### src/rtl/tpre_pkg.sv
package tpre_pkg;

    localparam int REG_W     = 8;
    localparam int SYNC_BIT  = 7;
    localparam int RST_BIT   = 0;
    localparam int SEL_W     = 3;
    localparam int NUM_TAPS  = 4;
    localparam int NUM_TMR   = 2;

    // Clock-select encodings seen by each timer.
    typedef enum logic [SEL_W-1:0] {
        SRC_OFF    = 3'b000,
        SRC_DIRECT = 3'b001,
        SRC_DIV8   = 3'b010,
        SRC_DIV64  = 3'b011,
        SRC_DIV256 = 3'b100,
        SRC_DIV1K  = 3'b101,
        SRC_PIN_FL = 3'b110,
        SRC_PIN_RS = 3'b111
    } src_sel_e;

    // Control register state machine.
    typedef enum logic [1:0] {
        CS_RUN   = 2'd0,
        CS_PULSE = 2'd1,
        CS_ARMED = 2'd2,
        CS_HOLD  = 2'd3
    } ctl_state_e;

    // Synchronized pin level tracker.
    typedef enum logic {
        LVL_LO = 1'b0,
        LVL_HI = 1'b1
    } lvl_state_e;

    // log2 of each tap divisor, tap 0 is the fastest.
    function automatic int tap_shift(input int idx);
        case (idx)
            0:       return 3;
            1:       return 6;
            2:       return 8;
            default: return 10;
        endcase
    endfunction

    localparam int DIV_W = tap_shift(NUM_TAPS - 1);

endpackage

### src/rtl/tpre_ctl.sv
module tpre_ctl
    import tpre_pkg::*;
(
    input  logic             clk,
    input  logic             rst_n,
    input  logic             we,
    input  logic [REG_W-1:0] wdata,
    output logic [REG_W-1:0] rdata,
    output logic             hold
);

    localparam logic [REG_W-1:0] SYNC_MASK = REG_W'(1) << SYNC_BIT;
    localparam logic [REG_W-1:0] RST_MASK  = REG_W'(1) << RST_BIT;

    ctl_state_e state_q, state_d;
    logic       w_sync, w_rst;

    assign w_sync = |(wdata & SYNC_MASK);
    assign w_rst  = |(wdata & RST_MASK);

    // Next-state decode.
    always_comb begin
        state_d = state_q;
        if (we) begin
            unique case ({w_sync, w_rst})
                2'b00: state_d = CS_RUN;
                2'b01: state_d = CS_PULSE;
                2'b10: state_d = CS_ARMED;
                2'b11: state_d = CS_HOLD;
                default: state_d = CS_RUN;
            endcase
        end else begin
            unique case (state_q)
                CS_RUN:   state_d = CS_RUN;
                CS_PULSE: state_d = CS_RUN;
                CS_ARMED: state_d = CS_ARMED;
                CS_HOLD:  state_d = CS_HOLD;
                default:  state_d = CS_RUN;
            endcase
        end
    end

    // State register.
    always_ff @(posedge clk or negedge rst_n) begin
        if (!rst_n) state_q <= CS_RUN;
        else        state_q <= state_d;
    end

    // Outputs.
    always_comb begin
        rdata = '0;
        hold  = 1'b0;
        unique case (state_q)
            CS_RUN: begin
                hold = 1'b0;
            end
            CS_PULSE: begin
                rdata[RST_BIT] = 1'b1;
                hold           = 1'b1;
            end
            CS_ARMED: begin
                rdata[SYNC_BIT] = 1'b1;
            end
            CS_HOLD: begin
                rdata[SYNC_BIT] = 1'b1;
                rdata[RST_BIT]  = 1'b1;
                hold            = 1'b1;
            end
            default: begin
                hold = 1'b0;
            end
        endcase
    end

endmodule

### src/rtl/tpre_divider.sv
module tpre_divider
    import tpre_pkg::*;
(
    input  logic                clk,
    input  logic                rst_n,
    input  logic                hold,
    output logic [NUM_TAPS-1:0] taps
);

    logic [DIV_W-1:0] cnt_q;

    always_ff @(posedge clk or negedge rst_n) begin
        if (!rst_n)    cnt_q <= '0;
        else if (hold) cnt_q <= '0;
        else           cnt_q <= cnt_q + 1'b1;
    end

    for (genvar t = 0; t < NUM_TAPS; t++) begin : g_tap
        localparam int SH = tap_shift(t);
        assign taps[t] = !hold && (cnt_q[SH-1:0] == {SH{1'b1}});
    end

endmodule

### src/rtl/tpre_edge.sv
module tpre_edge #(
    parameter int STAGES = 2
) (
    input  logic clk,
    input  logic rst_n,
    input  logic pin,
    output logic rise,
    output logic fall
);
    import tpre_pkg::*;

    logic [STAGES-1:0] sync_q;
    lvl_state_e        lvl_q, lvl_d;
    logic              lvl_now;

    always_ff @(posedge clk or negedge rst_n) begin
        if (!rst_n) sync_q <= '0;
        else        sync_q <= {sync_q[STAGES-2:0], pin};
    end

    assign lvl_now = sync_q[STAGES-1];

    always_comb begin
        unique case (lvl_q)
            LVL_LO:  lvl_d = lvl_now ? LVL_HI : LVL_LO;
            LVL_HI:  lvl_d = lvl_now ? LVL_HI : LVL_LO;
            default: lvl_d = LVL_LO;
        endcase
    end

    always_ff @(posedge clk or negedge rst_n) begin
        if (!rst_n) lvl_q <= LVL_LO;
        else        lvl_q <= lvl_d;
    end

    always_comb begin
        rise = 1'b0;
        fall = 1'b0;
        unique case (lvl_q)
            LVL_LO:  rise = lvl_now;
            LVL_HI:  fall = !lvl_now;
            default: rise = 1'b0;
        endcase
    end

endmodule

### src/rtl/tpre_select.sv
module tpre_select
    import tpre_pkg::*;
(
    input  logic [SEL_W-1:0]    sel,
    input  logic                hold,
    input  logic [NUM_TAPS-1:0] taps,
    input  logic                rise,
    input  logic                fall,
    output logic                en
);

    src_sel_e src;
    logic     raw;

    assign src = src_sel_e'(sel);

    always_comb begin
        unique case (src)
            SRC_OFF:    raw = 1'b0;
            SRC_DIRECT: raw = 1'b1;
            SRC_DIV8:   raw = taps[0];
            SRC_DIV64:  raw = taps[1];
            SRC_DIV256: raw = taps[2];
            SRC_DIV1K:  raw = taps[3];
            SRC_PIN_FL: raw = fall;
            SRC_PIN_RS: raw = rise;
            default:    raw = 1'b0;
        endcase
    end

    assign en = raw && !hold;

endmodule

### src/rtl/tmr_prescale_sync.sv
module tmr_prescale_sync
    import tpre_pkg::*;
#(
    parameter int PIN_STAGES = 2
) (
    input  logic             clk,
    input  logic             rst_n,
    input  logic             ctl_we,
    input  logic [REG_W-1:0] ctl_wdata,
    output logic [REG_W-1:0] ctl_rdata,
    input  logic [SEL_W-1:0] sel_a,
    input  logic [SEL_W-1:0] sel_b,
    input  logic             pin_a,
    input  logic             pin_b,
    output logic             cnt_en_a,
    output logic             cnt_en_b,
    output logic             hold
);

    logic                hold_w;
    logic [NUM_TAPS-1:0] taps_w;
    logic [SEL_W-1:0]    sel_v  [NUM_TMR];
    logic                pin_v  [NUM_TMR];
    logic                en_v   [NUM_TMR];

    assign sel_v[0] = sel_a;
    assign sel_v[1] = sel_b;
    assign pin_v[0] = pin_a;
    assign pin_v[1] = pin_b;

    tpre_ctl u_ctl (
        .clk   (clk),
        .rst_n (rst_n),
        .we    (ctl_we),
        .wdata (ctl_wdata),
        .rdata (ctl_rdata),
        .hold  (hold_w)
    );

    tpre_divider u_div (
        .clk   (clk),
        .rst_n (rst_n),
        .hold  (hold_w),
        .taps  (taps_w)
    );

    for (genvar i = 0; i < NUM_TMR; i++) begin : g_tmr
        logic rise_w, fall_w;

        tpre_edge #(.STAGES(PIN_STAGES)) u_edge (
            .clk   (clk),
            .rst_n (rst_n),
            .pin   (pin_v[i]),
            .rise  (rise_w),
            .fall  (fall_w)
        );

        tpre_select u_sel (
            .sel   (sel_v[i]),
            .hold  (hold_w),
            .taps  (taps_w),
            .rise  (rise_w),
            .fall  (fall_w),
            .en    (en_v[i])
        );
    end

    assign cnt_en_a = en_v[0];
    assign cnt_en_b = en_v[1];
    assign hold     = hold_w;

endmodule

### config.mk
export PLATFORM = sky130hd
export DESIGN_NAME = tmr_prescale_sync
export DESIGN_NICKNAME = d
export VERILOG_FILES = /design/src/rtl/tpre_pkg.sv /design/src/rtl/tpre_ctl.sv /design/src/rtl/tpre_divider.sv /design/src/rtl/tpre_edge.sv /design/src/rtl/tpre_select.sv /design/src/rtl/tmr_prescale_sync.sv
export SDC_FILE = /design/constraint.sdc
export NUM_CORES = 1
export LEC_CHECK = 0
export ABC_AREA = 1
export BUFFER_PORTS_ARGS = -buffer_cell sky130_fd_sc_hd__buf_2
export CORE_MARGIN = 10
export CORE_UTILIZATION = 48
export DETAILED_ROUTE_END_ITERATION = 6
export PLACE_DENSITY = 0.76
export REMOVE_ABC_BUFFERS = 1
export SETUP_SLACK_MARGIN = 0.2
export SLEW_MARGIN = 20
export SYNTH_ARGS = -nofsm -noshare
export SYNTH_HDL_FRONTEND = slang
export SYNTH_SLANG_ARGS = --single-unit
### constraint.sdc
create_clock -name clk -period 1.45 [get_ports clk]
set_input_delay 0.145 -clock clk [delete_from_list [all_inputs] [get_ports clk]]
set_output_delay 0.145 -clock clk [all_outputs]
set_load 0.005 [all_outputs]
After elaboration in Yosys (flattened, before gate mapping):

Index checks and enable logic that the tools add are counted.
W data, S select, Z words.

* register bits after elaboration: 18
* input bits: 19
* output and inout bits: 11
* word-level logic and storage cells: 61

* add/sub/neg operators: 1
* eq/ne operators: 24
* muxes and demuxes: 14
* reductions and logical operators: 16

Operator list (count)
* $eq A3 B3 Y1 const B: 9
* $pmux W1 S8: 2
* $eq A3 B2 Y1 const B: 4
* $add A10 B1 Y10 const B: 1
* $eq A10 B10 Y1 const B: 1
* $mux W10: 1
* $eq A2 B2 Y1 const B: 4
* $eq A8 B8 Y1 const B: 1
* $mux W1: 8
* $pmux W2 S4: 1
* $eq A3 B1 Y1 const B: 2
* $eq A6 B6 Y1 const B: 1
* $logic_and A1 B1 Y1: 6
* $logic_not A3 Y1: 2
* $pmux W2 S3: 1
* $reduce_or A2 Y1: 3
* $eq A2 B1 Y1 const B: 2
* $logic_not A2 Y1: 2
* $logic_not A1 Y1: 3
* $mux W2: 1

Longest topological paths before layout:

* depth after elaboration: 7
* depth in mapped cells: 8
* gate-level depth less buffers: 8

Modules after synthesis:

Synthesis repeated with hierarchy kept, for this count alone.

* cells, all modules: 129
* area, all modules: 993.5 um^2

By module, submodules not included
* tpre_divider: times used 1, cells each 62, area an instance 516.7 um^2, seq. area each 250.2 um^2
* tpre_edge: times used 2, cells each 7, area an instance 90.1 um^2, seq. area each 75.1 um^2
* tpre_select: times used 2, cells each 17, area an instance 75.1 um^2, seq. area each 0.0 um^2
* tpre_ctl: times used 1, cells each 19, area an instance 146.4 um^2, seq. area each 50.0 um^2

Worst setup path after synthesis:

OpenSTA, ideal clock, no wires.

* path kind: register to output
* from: register u_div.cnt_q[0]
* to: output port cnt_en_a
* arrival: 1.180 ns
* required time: 1.305 ns
* slack: 0.125 ns
* stages on the path, launching flop included: 8
* path buffers: 0
* cells stage by stage: dfrtp_1 ha_1 ha_1 inv_1 nor2_1 a21o_1 a21oi_1 nor2_1

* word-level cells in the longest chain between the ends: 4
* elaborated cells between the ends (all ways): 10
* classes of those cells: 4 x eq/ne; 1 x mux; 5 x reduce/logical

Ends and longest elaborated chain
* start, declared: line tpre_divider.sv:10 `logic [DIV_W-1:0] cnt_q;`
* start signal, assigned: line tpre_divider.sv:15 `else cnt_q <= cnt_q + 1'b1;`
* $eq A10 B10 Y1, or another cell as far along: line tpre_divider.sv:20 `assign taps[t] = !hold && (cnt_q[SH-1:0] == {SH{1'b1}});`
* $logic_and A1 B1 Y1: line tpre_divider.sv:20
* $pmux W1 S8 (*): line tpre_select.sv:18 `unique case (src)`
* $logic_and A1 B1 Y1 (*): line tpre_select.sv:31 `assign en = raw && !hold;`
* end, declared: line tmr_prescale_sync.sv:15 `output logic cnt_en_a,`

Every way passes the cells marked *; elsewhere a longest branch is shown, timed or not.

Worst setup path after layout:

* from: register u_div.cnt_q[0]
* to: output port cnt_en_b

* word-level cells in the longest chain between the ends: 4
* elaborated cells between the ends (all ways): 10
* classes of those cells: 4 x eq/ne; 1 x mux; 5 x reduce/logical

Ends and longest elaborated chain
* $eq A10 B10 Y1, or another cell as far along: line tpre_divider.sv:20
* $logic_and A1 B1 Y1: line tpre_divider.sv:20
* $pmux W1 S8 (*): line tpre_select.sv:18
* $logic_and A1 B1 Y1 (*): line tpre_select.sv:31
* end, declared: line tmr_prescale_sync.sv:16 `output logic cnt_en_b,`

Marked as above.

==> summary.md <==
| Metric | Value |
|---|---|
| CTS Buffer Depth | `2` |
| Grt ovf | `0` |
| CTS tree | `built` |
| Status | `finished, violations left` |
| # IOs | `30` |
| Syn Inst Count | `about 110` |
| Final nets | `161` |
| Seq. cell area | `452 sq um` |
| Reg power frac | `between 50% and 60%` |
| Largest net degree at the start of global routing | `19` |
| Total Routing Usage GR | `under 10%` |
| Power density cells | `979 nW/um^2` |
| CP Capture Type | `output port` |
| Final Util | `68.7%` |
| # diodes | `0` |
| # setup viols final | `2` |
| Fill cells | `160` |
| Worst-skew pair later-pin latency | `a little under 300 ps` |
| Critical path type | `reg2out` |
| # H-tree levels | `1` |
| Startpoint Class | `flop` |
| GP Congestion | `approximately 0.75` |
| Multi-input gate area | `465 sq um` |
| Clock Skew | `8.80 ps` |
| First-pass GRT wire length | `3.19 mm` |
| Area grow syn2layout | `31.8%` |
| Initial Util | `52.1%` |
| Detailed placement HPWL | `1.39 mm` |
| Area leader, netlist | `dfrtp_1` |
| Synthesis-stage register bit count | `18` |
| Commonest non-fill, non-tap cell in the layout | `nand2_1` |
| Die W | `between 60 and 70 microns` |
| WL/cell | `12.5 microns` |
| Pleak | `0.626 nW` |
| Fin crit period | `around 1800 ps` |
| Root Driver | `clkbuf_4` |
| Drt initial violations | `13` |
| TritonCTS sink count | `18` |
| Sw Share | `30.1%` |
| Post-synthesis sequential area ratio | `49.0%` |
| Worst-path clk slew | `110 ps` |
| DRC Markers | `0` |
| Internal power | `0.830 mW` |
| Critical path fanouts, max | `2` |
| Drt via density | `around 4.8` |
| Failing checks | `negative setup slack` |
| Critical Path AT | `roughly 1700 ps` |
| Die area | `approximately 4000 sq um` |
| FMAX | `552 MHz` |
| Row count | `15` |
| Fin worst setup slack | `-363 ps` |
| Number of vias after detailed routing | `784` |
| Unrepaired setup endpoints after global routing | `yes` |
| Initial antenna violation count | `0` |
| Switching power total | `0.357 mW` |
| Post-Syn Area per Cell | `8.14 sq um` |
| Top post-synthesis cells by area | `dfrtp_1 (49%), nand2_1 (11%), buf_4 (5.7%), a21oi_1 (4.9%), inv_1 (4.5%)` |
| Num CTS Buffers | `3` |
| Vias in the first global route | `800` |
| Clock power frac | `25.5%` |
| Worst path required time | `1310 ps` |
| Final ANT Viol Nets | `0` |
| Pre-CTS setup slack | `-74.3 ps` |
| Top-area cell type share of the netlist area | `49.0%` |
| Synthesized cell area | `approximately 920 sq um` |
| Fin crit share | `125%` |
| YS warnings | `0` |
| Fraction of layout cells with a size suffix above 1 | `between 30% and 40%` |
| Commonest non-fill, non-tap cells in the layout | `nand2_1 (22), dfrtp_1 (17), buf_2 (17), inv_1 (10), nor2_1 (8)` |
| Core area | `1760 sq um` |
| Post-synth cell types | `21` |
| Tightest Hold Check Type | `in2reg` |
| VDD IR max | `0.000593 V` |
| Max-cap viol count | `0` |
| Comb power frac | `22.2%` |
| Final Max Slew Viols | `0` |
| Die Y | `around 64 microns` |
| Final hold vios | `0` |
| Drt total wl | `around 2 mm` |
| Buffers on Ports | `17` |
| Pre-antenna DRT Iters | `4` |
==> worst paths after layout <==
| path | from | to | slack, ps | cells past startpoint |
|---|---|---|---|---|
| max in group asynchronous | rst_n | u_ctl.state_q[0] | 850 | 2 |
| max | u_div.cnt_q[0] | cnt_en_b | -360 | 9 |
| min | ctl_wdata[7] | u_ctl.state_q[1] | 40 | 3 |
| max reg2reg | u_div.cnt_q[0] | u_div.cnt_q[9] | 70 | 7 |
| min in group asynchronous | rst_n | u_ctl.state_q[1] | 300 | 2 |
| min reg2reg | g_tmr[0].u_edge.sync_q[0] | g_tmr[0].u_edge.sync_q[1] | 360 | 0 |
==> critical path: stages, from the launching register on <==
cell and delay, ps:
dfrtp_1 400, ha_4 170, buf_6 120, nand2_4 50
nor2_4 130, nand3_2 100, nand3_2 90, nand2_2 50
a21oi_2 130, buf_2 120
==> area by class of cell <==
class | count | area share, %
clock buffers | 4 | 2.99
inverters | 14 | 4.33
multi-input cells | 76 | 38.4
flip-flops and latches | 18 | 37.3
well taps | 25 | 2.58
repair buffers | 27 | 14.4
==> flip-flops by register name, summed over array words and instances (netlist names) <==
| register | cells |
|---|---|
| u_ctl.state_q | 2 |
| g_tmr.u_edge.sync_q | 4 |
| g_tmr.u_edge.lvl_q | 2 |
| u_div.cnt_q | 10 |
==> cells by family after synthesis <==
group	count (synthesis)	share of synthesized area, %
simple gates	48	23.1
flops	18	49.0
fa+ha+maj	2	2.72
compound gates	20	12.0
other cells	1	0.408
buf+inv	24	12.8
==> cells in the mapped netlist, drive strengths merged <==
cell    instances
nand3           8
inv            14
nand4           1
conb            1
a31oi           1
nand2          27
o21ai           7
clkbuf          2
buf             8
a211oi          1
a21oi          10
a21o            1
nor2           12
dfrtp          18
ha              2
==> per-layer routing <==
| metal | GRT usage (%) | vias to the layer above | part of all wire (%) |
|---|---|---|---|
| met1 | 10.1 | 359 | 43 |
| met5 | 0 | - | 0 |
| met4 | 2.46 | 0 | 0.93 |
| met2 | 16.2 | 22 | 51 |
| li1 | - | 399 | - |
| met3 | 2.96 | 4 | 5.5 |
==> power by group through the flow <==
stage	clock network, mW	logic, mW	registers [mW]
finish	0.303	0.264	0.620
global route	0.330	0.310	0.626
CTS	0.310	0.214	0.595
detailed placement	0	0.186	0.595
global placement	0	0.182	0.592
floorplan	0	0.104	0.590
==> what timing repair did <==
| item | 4_1_cts | 5_1_grt |
|---|---|---|
| pin swaps | 9 | 11 |
| hold buffers | 3 | 0 |
| endpoints found under the hold margin | 20 | 0 |
| setup buffers | 0 | 2 |
| endpoints found under the setup margin | 4 | 8 |
| resized for setup | 12 | 14 |
==> through the flow <==
step                instances  hold slack, ps  setup TNS (ps)  area, sq um  power, mW
floorplan                 108            -151               0          873      0.694
global placement          155            92.7           -38.0         1030      0.774
detailed placement        155            92.1            -117         1030      0.782
CTS                       162            40.1            -667         1130       1.12
global route              164            64.0            -977         1210       1.27
finish                    164            43.6            -666         1210       1.19
(Power assumes the default switching activity.)
